===== src/rtl/slot_pkg.sv =====
package slot_pkg;
  // strobes from control to datapath
  typedef struct packed {
    logic write;      // packet to be assigned and recorded
    logic sweep;      // expire entries of the current window row
    logic maskReset;  // start of a new switch cycle
  } slot_ctl_t;
endpackage


===== src/rtl/slot_ctrl.sv =====
module slot_ctrl #(
  parameter int ROWS   = 12,
  parameter int ROUNDS = 2,
  localparam int RW = $clog2(ROWS + 1),
  localparam int KW = $clog2(ROUNDS + 1)
) (
  input  logic                clk,
  input  logic                rst_n,
  input  logic                pktValid,
  input  logic                swUpdate,
  output slot_pkg::slot_ctl_t ctl,
  output logic [RW-1:0]       swRow,
  output logic [KW-1:0]       swRound
);
  always_comb begin
    ctl.write     = pktValid;
    ctl.sweep     = swUpdate;
    ctl.maskReset = swUpdate;
  end

  always_ff @(posedge clk) begin
    if (!rst_n) begin
      swRow   <= RW'(1);
      swRound <= KW'(1);
    end else if (swUpdate) begin
      if (swRow == RW'(ROWS)) begin
        swRow   <= RW'(1);
        swRound <= (swRound == KW'(ROUNDS)) ? KW'(1) : swRound + KW'(1);
      end else begin
        swRow <= swRow + RW'(1);
      end
    end
  end

  // counter row stays within 1..ROWS
  a_r9_row_range: assert property (@(posedge clk) disable iff (!rst_n)
    (swRow >= RW'(1)) && (swRow <= RW'(ROWS)));

  // row wrap brings the row back to 1 and moves the round
  a_r9_wrap_advances_round: assert property (@(posedge clk) disable iff (!rst_n)
    (swUpdate && swRow == RW'(ROWS)) |=> (swRow == RW'(1)) &&
      ((ROUNDS == 1) || (swRound != $past(swRound))));

  // round holds while the row does not wrap
  a_r9_round_holds: assert property (@(posedge clk) disable iff (!rst_n)
    !(swUpdate && swRow == RW'(ROWS)) |=> $stable(swRound));
endmodule


===== src/rtl/slot_dpath.sv =====
module slot_dpath #(
  parameter int ROWS   = 12,
  parameter int MODS   = 8,
  parameter int ROUNDS = 2,
  parameter int DEST_W = 3,
  localparam int RW    = $clog2(ROWS + 1),
  localparam int KW    = $clog2(ROUNDS + 1),
  localparam int IW    = $clog2(MODS + 1),
  localparam int CW    = $clog2(MODS),
  localparam int RAW   = $clog2(ROWS),
  localparam int DEPTH = (1 << RAW) * MODS
) (
  input  logic                clk,
  input  logic                rst_n,
  input  slot_pkg::slot_ctl_t ctl,
  input  logic [RW-1:0]       swRow,
  input  logic [KW-1:0]       swRound,
  input  logic [RW-1:0]       pktRow,
  input  logic [KW-1:0]       pktRound,
  input  logic [DEST_W-1:0]   pktDest,
  input  logic [RW-1:0]       peekRow,
  output logic                outValid,
  output logic [IW-1:0]       outModule,
  output logic [RW-1:0]       outRow,
  output logic [KW-1:0]       outRound,
  output logic [DEST_W-1:0]   outDest,
  output logic                outDup,
  output logic [IW-1:0]       peekFree
);
  logic [KW-1:0]  scanMem [DEPTH];
  logic [MODS-1:0] usedMask;
  logic [MODS-1:0] rowUsed;
  logic [RAW-1:0]  wrRowAddr, peekRowAddr, sweepRowAddr;
  logic [IW-1:0]   pick1, pick2, chosen, emptyCnt;
  logic [CW-1:0]   chosenCol;
  logic            dupUse;

  assign wrRowAddr    = RAW'(pktRow - RW'(1));
  assign peekRowAddr  = RAW'(peekRow - RW'(1));
  assign sweepRowAddr = RAW'(swRow - RW'(1));

  always_comb begin
    for (int c = 0; c < MODS; c++)
      rowUsed[c] = (scanMem[{wrRowAddr, CW'(c)}] != '0);
  end

  // primary search: row occupancy OR this cycle's mask; lowest column wins
  always_comb begin
    pick1 = '0;
    for (int c = MODS - 1; c >= 0; c--)
      if (!(rowUsed[c] || usedMask[c])) pick1 = IW'(c + 1);
  end

  // fallback search: row occupancy only
  always_comb begin
    pick2 = '0;
    for (int c = MODS - 1; c >= 0; c--)
      if (!rowUsed[c]) pick2 = IW'(c + 1);
  end

  assign dupUse    = (pick1 == '0) && (pick2 != '0);
  assign chosen    = (pick1 != '0) ? pick1 : pick2;
  assign chosenCol = CW'(chosen - IW'(1));

  // empty count of the look-ahead row, speculating on the packet in flight
  always_comb begin
    emptyCnt = '0;
    for (int c = 0; c < MODS; c++)
      emptyCnt = emptyCnt + IW'(scanMem[{peekRowAddr, CW'(c)}] == '0);
  end
  assign peekFree = (ctl.write && peekRow == pktRow && emptyCnt != '0)
                    ? emptyCnt - IW'(1) : emptyCnt;

  always_ff @(posedge clk) begin
    if (!rst_n) begin
      for (int a = 0; a < DEPTH; a++) scanMem[a] <= '0;
      usedMask  <= '0;
      outValid  <= 1'b0;
      outModule <= '0;
      outRow    <= '0;
      outRound  <= '0;
      outDest   <= '0;
      outDup    <= 1'b0;
    end else begin
      if (ctl.sweep)
        for (int c = 0; c < MODS; c++)
          if (scanMem[{sweepRowAddr, CW'(c)}] == swRound)
            scanMem[{sweepRowAddr, CW'(c)}] <= '0;
      if (ctl.write && chosen != '0)
        scanMem[{wrRowAddr, chosenCol}] <= pktRound;
      if (ctl.maskReset)
        usedMask <= '0;
      else if (ctl.write && chosen != '0)
        usedMask[chosenCol] <= 1'b1;
      outValid  <= ctl.write;
      outModule <= ctl.write ? chosen : '0;
      outDup    <= ctl.write && dupUse;
      outRow    <= pktRow;
      outRound  <= pktRound;
      outDest   <= pktDest;
    end
  end

  // a result follows every accepted packet by one cycle
  a_r2_result_follows: assert property (@(posedge clk) disable iff (!rst_n)
    ctl.write |=> outValid);

  // duplicate flag only with a real module
  a_r4_dup_has_module: assert property (@(posedge clk) disable iff (!rst_n)
    outDup |-> (outValid && outModule != '0));

  // mask is empty after an update
  a_r10_mask_cleared: assert property (@(posedge clk) disable iff (!rst_n)
    ctl.maskReset |=> (usedMask == '0));

  // empty count never exceeds the row width
  a_r6_count_bound: assert property (@(posedge clk) disable iff (!rst_n)
    peekFree <= IW'(MODS));

  // a fresh (non-duplicate) module was not used earlier this cycle
  a_r3_fresh_module: assert property (@(posedge clk) disable iff (!rst_n)
    (ctl.write && !ctl.maskReset && pick1 != '0) |=>
      $countones(usedMask) == $countones($past(usedMask)) + 1);
endmodule


===== src/rtl/slot_assign.sv =====
module slot_assign #(
  parameter int ROWS   = 12,
  parameter int MODS   = 8,
  parameter int ROUNDS = 2,
  parameter int DEST_W = 3,
  localparam int RW = $clog2(ROWS + 1),
  localparam int KW = $clog2(ROUNDS + 1),
  localparam int IW = $clog2(MODS + 1)
) (
  input  logic              clk,
  input  logic              rst_n,
  input  logic              pktValid,
  input  logic [RW-1:0]     pktRow,
  input  logic [KW-1:0]     pktRound,
  input  logic [DEST_W-1:0] pktDest,
  input  logic [RW-1:0]     peekRow,
  input  logic              swUpdate,
  output logic              outValid,
  output logic [IW-1:0]     outModule,
  output logic [RW-1:0]     outRow,
  output logic [KW-1:0]     outRound,
  output logic [DEST_W-1:0] outDest,
  output logic              outDup,
  output logic [IW-1:0]     peekFree
);
  slot_pkg::slot_ctl_t ctl;
  logic [RW-1:0] swRow;
  logic [KW-1:0] swRound;

  slot_ctrl #(.ROWS(ROWS), .ROUNDS(ROUNDS)) i_ctrl (
    .clk(clk), .rst_n(rst_n), .pktValid(pktValid), .swUpdate(swUpdate),
    .ctl(ctl), .swRow(swRow), .swRound(swRound));

  slot_dpath #(.ROWS(ROWS), .MODS(MODS), .ROUNDS(ROUNDS), .DEST_W(DEST_W)) i_dpath (
    .clk(clk), .rst_n(rst_n), .ctl(ctl), .swRow(swRow), .swRound(swRound),
    .pktRow(pktRow), .pktRound(pktRound), .pktDest(pktDest), .peekRow(peekRow),
    .outValid(outValid), .outModule(outModule), .outRow(outRow),
    .outRound(outRound), .outDest(outDest), .outDup(outDup), .peekFree(peekFree));
endmodule


===== config.mk =====
export PLATFORM = sky130hd
export DESIGN_NAME = slot_assign
export DESIGN_NICKNAME = d
export VERILOG_FILES = /design/src/rtl/slot_pkg.sv /design/src/rtl/slot_ctrl.sv /design/src/rtl/slot_dpath.sv /design/src/rtl/slot_assign.sv
export SDC_FILE = /design/constraint.sdc
export NUM_CORES = 1
export LEC_CHECK = 0
export BUFFER_PORTS_ARGS = -buffer_cell sky130_fd_sc_hd__clkbuf_2
export CORE_UTILIZATION = 58
export DETAILED_ROUTE_END_ITERATION = 6
export GPL_ROUTABILITY_DRIVEN = 0
export PLACE_DENSITY = 0.75
export SLEW_MARGIN = 20
export SYNTH_ARGS = -nofsm -noshare
export SYNTH_HDL_FRONTEND = slang
export SYNTH_HIERARCHICAL = 1
export SYNTH_SLANG_ARGS = --single-unit

===== constraint.sdc =====
create_clock -name clk -period 8.1 [get_ports clk]
set_input_delay 0.405 -clock clk [delete_from_list [all_inputs] [get_ports clk]]
set_output_delay 0.405 -clock clk [all_outputs]
set_load 0.05 [all_outputs]

# [After elaboration in Yosys (flattened, before gate mapping)]
# Memories as Yosys holds them, arrays and structs flattened.
# Index checks and enable logic that the tools add are counted.
[word_totals] out_inout_bits=19 wordCells=171 ram_bits=256 ff_bits=29 inputBits=17 memories=1
[op_classes] bitwise_logic=2 reduce_logical=47 muxes=85 eq_ne=11 n_lt_le_gt_ge=2 addsub=14
[memory_table] memory="i_dpath.scanMem" depth=128 word_bits=2 read_ports=24 rd_clocked_by_memory_dff=0 wr=128 line_no="slot_dpath.sv:30" source="logic [KW-1:0] scanMem [DEPTH];"
[op_table] cell="4-bit 2-to-1 mux" count=19
[op_table] cell="7-bit 2-to-1 mux" count=9
[op_table] cell="1-bit 2-to-1 mux" count=46
[op_table] cell="4-bit by 1-bit adder with 4-bit output" count=6
[op_table] cell="2-bit 2-to-1 mux" count=10
[op_table] cell="2-bit OR reduction" count=10
[op_table] cell="2-bit equality test" count=8
[op_table] cell="2-bit logical NOT" count=8
[op_table] cell="2-bit nonzero test" count=8
[op_table] cell="4-bit nonzero test" count=4
[op_table] cell="4-bit by 1-bit subtractor with 4-bit output, second input constant" count=4
[op_table] cell="1-bit logical OR" count=8
[op_table] cell="8-bit OR" count=1
[op_table] cell="1-bit logical AND" count=6
[op_table] cell="4-bit by 1-bit adder with 4-bit output, second input constant" count=1
[op_table] cell="4-bit equality test" count=1
[op_table] cell="4-bit equality test, second input constant" count=1
[op_table] cell="4-bit logical NOT" count=1
[op_table] cell="3-bit by 4-bit less-than comparator with 1-bit output, second input constant" count=1
[op_table] cell="2-bit AND reduction" count=2
[op_table] cell="1-bit demux with 3-bit select" count=1
[op_table] cell="3-bit by 1-bit >= comparator with 1-bit output, second input constant" count=1
[op_table] cell="3-bit by 1-bit subtractor with 3-bit output, second input constant" count=1
[op_table] cell="1-bit by 1-bit adder with 2-bit output" count=1
[op_table] cell="3 further kinds" count=3

# [Logic depth before layout (Yosys ltp)]
# An unclocked memory read counts as a cell.
[depth] depth_word=21 mapped_depth=23 mapped_depth_nobuf=18

# [Modules after synthesis]
# Netlist, hierarchy kept.
[modules_own_cells] module="slot_dpath" cells_each=1485 area_per_inst_um2=17231.5 instances=1
[modules_own_cells] module="slot_ctrl" cells_each=31 area_per_inst_um2=299.0 instances=1

# [Worst setup path before layout]
# Ideal clock, no wire load.
[synth_timing] kind="input-to-output" startpoint="input port peekRow[0]" endpoint="output port peekFree[3]" arrival_ns=7.414 n_path_buf=4 path_slack_ns=0.281 t_required_ns=7.695 stages=22 cell_sequence="clkbuf_1 inv_1 buf_1 clkbuf_1 ha_1 xor2_1 clkbuf_1 mux4_2 mux4_2 fa_1 inv_1 fa_1 fa_1 inv_1 ha_1 fa_1 inv_1 ha_1 nand2_1 o21a_1 nand4_1 xnor2_1"
[synth_via] elab_chain_len=13 word_cells_on_any_way=23
[synth_lines] element="start: declaration" line_no="slot_assign.sv:16" source="input logic [RW-1:0] peekRow,"
[synth_lines] element="parallel branches: the longest is 12 deep, another holds 4-bit by 1-bit subtractor with 4-bit output"
[synth_lines] element="4-bit 2-to-1 mux (*)" line_no="slot_dpath.sv:72" source="? emptyCnt - IW'(1) : emptyCnt;"
[synth_lines] element="end: declaration" line_no="slot_assign.sv:24" source="output logic [IW-1:0] peekFree"
# Mark *: on every way between the ends.

# [Worst setup path in the final report]
# Same ends and word-level chain as after synthesis.

==> flow_metrics.py <==
metrics = {
    "run_status": {
        "status": "complete, no violations",
    },
    "clocking": {
        "cts.path.max_buffers": 3,
        "root_buffer": "clkbuf_16",
        "cts_hold_buf": 0,
        "ctsHtreeMaxLevel": 1,
        "clk_latency_ns": 0.57,
        "cts_tree": "yes",
        "cts_resized": 0,
        "clkSlewWorstSetupHoldPaths_ns": 0.06,
        "post-cts-setup-buffer-count": 0,
        "cts_buffers": 30,
        "cts.sinks": 285,
    },
    "yosys": {
        "synth-seq-cells": 285,
        "synth_ff_type": "edfxtp_1",
        "synth_common_cells": "nor2_1, edfxtp_1, mux4_2",
        "synth-edff-count": 256,
        "synthAdderAreaFrac": 0.0174,
        "synth_cell_types": 74,
        "yosysTopAreaCell": "edfxtp_1",
        "mappedNetlistNets": 1555,
        "synth_top_area_share": 0.439,
        "synthMuxAreaShare": 0.187,
        "yosysWarnings": 6,
        "syn_area_um2": 17500,
        "synth_area_leaders": "edfxtp_1, mux4_2, nor2_1",
        "async_flop_share": 0,
        "synth_top_family_by_area": "multiplexers",
        "synth-simple-area-share": 0.158,
        "synth.avg_cell_area_um2": 11.6,
        "synth-compound-area-share": 0.106,
        "synth_cells": 1516,
        "yosysSeqAreaShare": 0.472,
        "yosys.cell_count.top_type": "nor2_1",
        "synth_xor_area_frac": 0.0190,
    },
    "layout": {
        "area_growth_pct": 6.83,
        "fillers": 2288,
        "diodes": 0,
        "layout.nets": 1518,
        "drive_gt1_frac": 0.197,
    },
    "placement": {
        "dp_hpwl_um": 39400,
        "port-buffer-count": 35,
    },
    "sta": {
        "worst_pin_slew_ns": 1.10,
        "hold_ws_ns": 0.0472,
        "fin_crit_ns": 6.83,
        "max_freq_mhz": 146,
        "max-slew-margin-rel": 0.265,
        "rsz0062_at_grt": "no",
        "tns_ns": 0,
        "period_share": 0.843,
        "hold_viol": 0,
        "setup_violations": 0,
        "slew_viol_final": 0,
        "skew_ns": 0.0243,
    },
    "die": {
        "die-area_um2": 30900,
        "rows": 63,
        "io_pins": 36,
        "die_w_um": 176,
        "start_util": 0.590,
        "core_area_um2": 29700,
        "dieHeight_um": 176,
    },
    "routing": {
        "final_antenna_net_count": 0,
        "viasPerCell": 7.37,
        "drc": 0,
        "dr_wl_met3_um": 7420,
        "drt_pass1_iterations": 6,
        "met1_length_um": 18600,
        "dr.first_iter.drc_count": 2635,
        "maxUsedRoutingLayer": "met5",
        "wire_per_inst_um": 28.4,
        "vias": 13900,
        "routed_wirelength_um": 53800,
        "wl_met2_um": 25100,
    },
    "power_and_ir_drop": {
        "p_per_area_nw_per_um2": 247,
        "clock_power_share": 0.288,
        "p_sw_w": 0.00172,
        "seqPwrFrac": 0.371,
        "p_sw_frac": 0.371,
        "share_comb_of_total_power": 0.341,
        "ir_drop_uv": 254,
        "p_int_w": 0.00291,
        "static-leakage-power_nw": 6.20,
    },
    "global_route": {
        "gr-usage-all-layers": 0.349,
        "grt_first_pass_wirelength_um": 79700,
        "first_global_vias": 13100,
        "grt.overflow.total": 0,
        "grt_max_degree": 91,
        "antenna_found_initial": 2,
    },
    "min_path": {
        "min_path_type": "in2reg",
    },
    "worst_setup_path": {
        "critPathMaxFanout": 24,
        "startpoint_type": "input port",
        "path_class": "in2out",
        "cp.arrival_ns": 6.42,
        "end_kind": "output port",
        "required_ns": 7.70,
    },
    "flow_run": {
        "drv_cap": 0,
    },
}
-- worst max-delay path: stages --
cell,delay (ns)
clkbuf_2,0.40
inv_1,0.13
ha_1,0.28
xor2_4,0.68
mux4_2,0.43
mux4_2,0.52
fa_1,0.52
inv_1,0.07
fa_1,0.49
fa_1,0.51
inv_1,0.05
ha_1,0.22
fa_1,0.57
inv_1,0.06
ha_1,0.20
nand2_1,0.07
o21a_1,0.19
nand4_1,0.14
xnor2_1,0.16
clkbuf_2,0.29
-- per-layer routing --
layer / up-vias / global-route usage
met3: 222 / 0.0820
li1: 5757 / -
met1: 6742 / 0.454
met2: 1215 / 0.566
met5: - / 0
met4: 4 / 0.144
-- placed cells by master, fill, tap and decap left out, types with 5 or more instances in the layout --
| cell | netlist | layout |
|---|---|---|
| a211oi_1 | 13 | 13 |
| a21oi_1 | 31 | 31 |
| a31oi_1 | 5 | 5 |
| and2_1 | 12 | 12 |
| buf_4 | 9 | 23 |
| clkbuf_1 | 57 | 12 |
| clkbuf_16 | 0 | 32 |
| clkbuf_2 | 1 | 34 |
| clkinv_2 | 0 | 5 |
| dfxtp_1 | 29 | 28 |
| edfxtp_1 | 256 | 256 |
| ha_1 | 18 | 17 |
| inv_1 | 19 | 19 |
| mux2_2 | 14 | 14 |
| mux2i_1 | 13 | 13 |
| mux4_2 | 133 | 133 |
| nand2_1 | 77 | 77 |
| nand2b_1 | 8 | 8 |
| nand3_1 | 44 | 43 |
| nand3_2 | 8 | 9 |
| nand4_1 | 9 | 9 |
| nor2_1 | 397 | 396 |
| nor2b_1 | 7 | 7 |
| nor3_1 | 26 | 26 |
| nor3b_1 | 5 | 5 |
| o211ai_1 | 5 | 5 |
| o21ai_0 | 12 | 12 |
| o221ai_1 | 129 | 129 |
| o311ai_0 | 5 | 5 |
| or2_2 | 17 | 17 |
| xnor2_1 | 27 | 25 |
| xor2_1 | 6 | 5 |
-- power by group through the flow --
| stage | logic [W] | clock network [W] | registers, W |
|---|---|---|---|
| 2_1_floorplan | 0.00119 | 0 | 0.00173 |
| 3_3_place_gp | 0.00149 | 0 | 0.00174 |
| 3_5_place_dp | 0.00153 | 0 | 0.00175 |
| 4_1_cts | 0.00153 | 0.00134 | 0.00172 |
| 5_1_grt | 0.00167 | 0.00139 | 0.00172 |
| 6_report | 0.00158 | 0.00133 | 0.00172 |
-- per-stage QoR --
step | total power [W] | setup slack [ns] | instance area [um2] | instances | util
after global routing | 0.00478 | 1.10 | 18700 | 1892 | 0.630
after floorplan | 0.00292 | 0.281 | 17500 | 1516 | -
after CTS | 0.00459 | 1.34 | 18700 | 1892 | 0.630
after detailed placement | 0.00327 | 1.34 | 17800 | 1837 | 0.599
final | 0.00463 | 1.27 | 18700 | 1892 | 0.630
after global placement | 0.00323 | 1.53 | 17800 | 1837 | 0.599
-- sequential cells by signal, summed over array words and instances (netlist names) --
| name | count |
|---|---|
| i_dpath/outValid | 1 |
| i_ctrl/swRow | 4 |
| i_dpath/outDup | 1 |
| i_ctrl/swRound | 2 |
| i_dpath/outRow | 4 |
| i_dpath/outModule | 4 |
| i_dpath/usedMask | 8 |
| i_dpath/outDest | 3 |
| i_dpath/outRound | 2 |
| i_dpath/scanMem | 256 |
-- kinds of logic (layout without fill, tap and decap cells) --
logic type / Yosys count / in the layout
AOI/OAI and AO/OA: 232 / 232
xor gates and xnor gates: 35 / 35
adders and majority gates: 22 / 22
buffers and inverters: 148 / 134
DFF: 285 / 285
muxes: 160 / 160
and+or+nand+nor: 634 / 634
-- worst paths after layout --
check	startpoint	endpoint	slack, ns	cells past startpoint
max	peekRow[0]	peekFree[3]	1.27	20
min	pktDest[0]	i_dpath/outDest[0]$_SDFF_PN0_	0.05	2
max reg2reg	i_ctrl/swRow[0]$_SDFFE_PN1P_	i_dpath/scanMem[20][1]$_SDFFCE_PN0P_	2.65	8
min reg2reg	i_dpath/usedMask[6]$_SDFFE_PP0N_	i_dpath/usedMask[6]$_SDFFE_PP0N_	0.51	1
-- cell type report --
class	instances	area, um2	area share
inverters	22	82.6	0.00441
repair buffers	57	343	0.0183
well taps	390	488	0.0261
multi-input cells	1083	8610	0.460
flip-flops and latches	285	8270	0.442
clock inverters	7	36.3	0.00194
clock buffers	48	901	0.0481
Power figures use the tool's default switching activity.
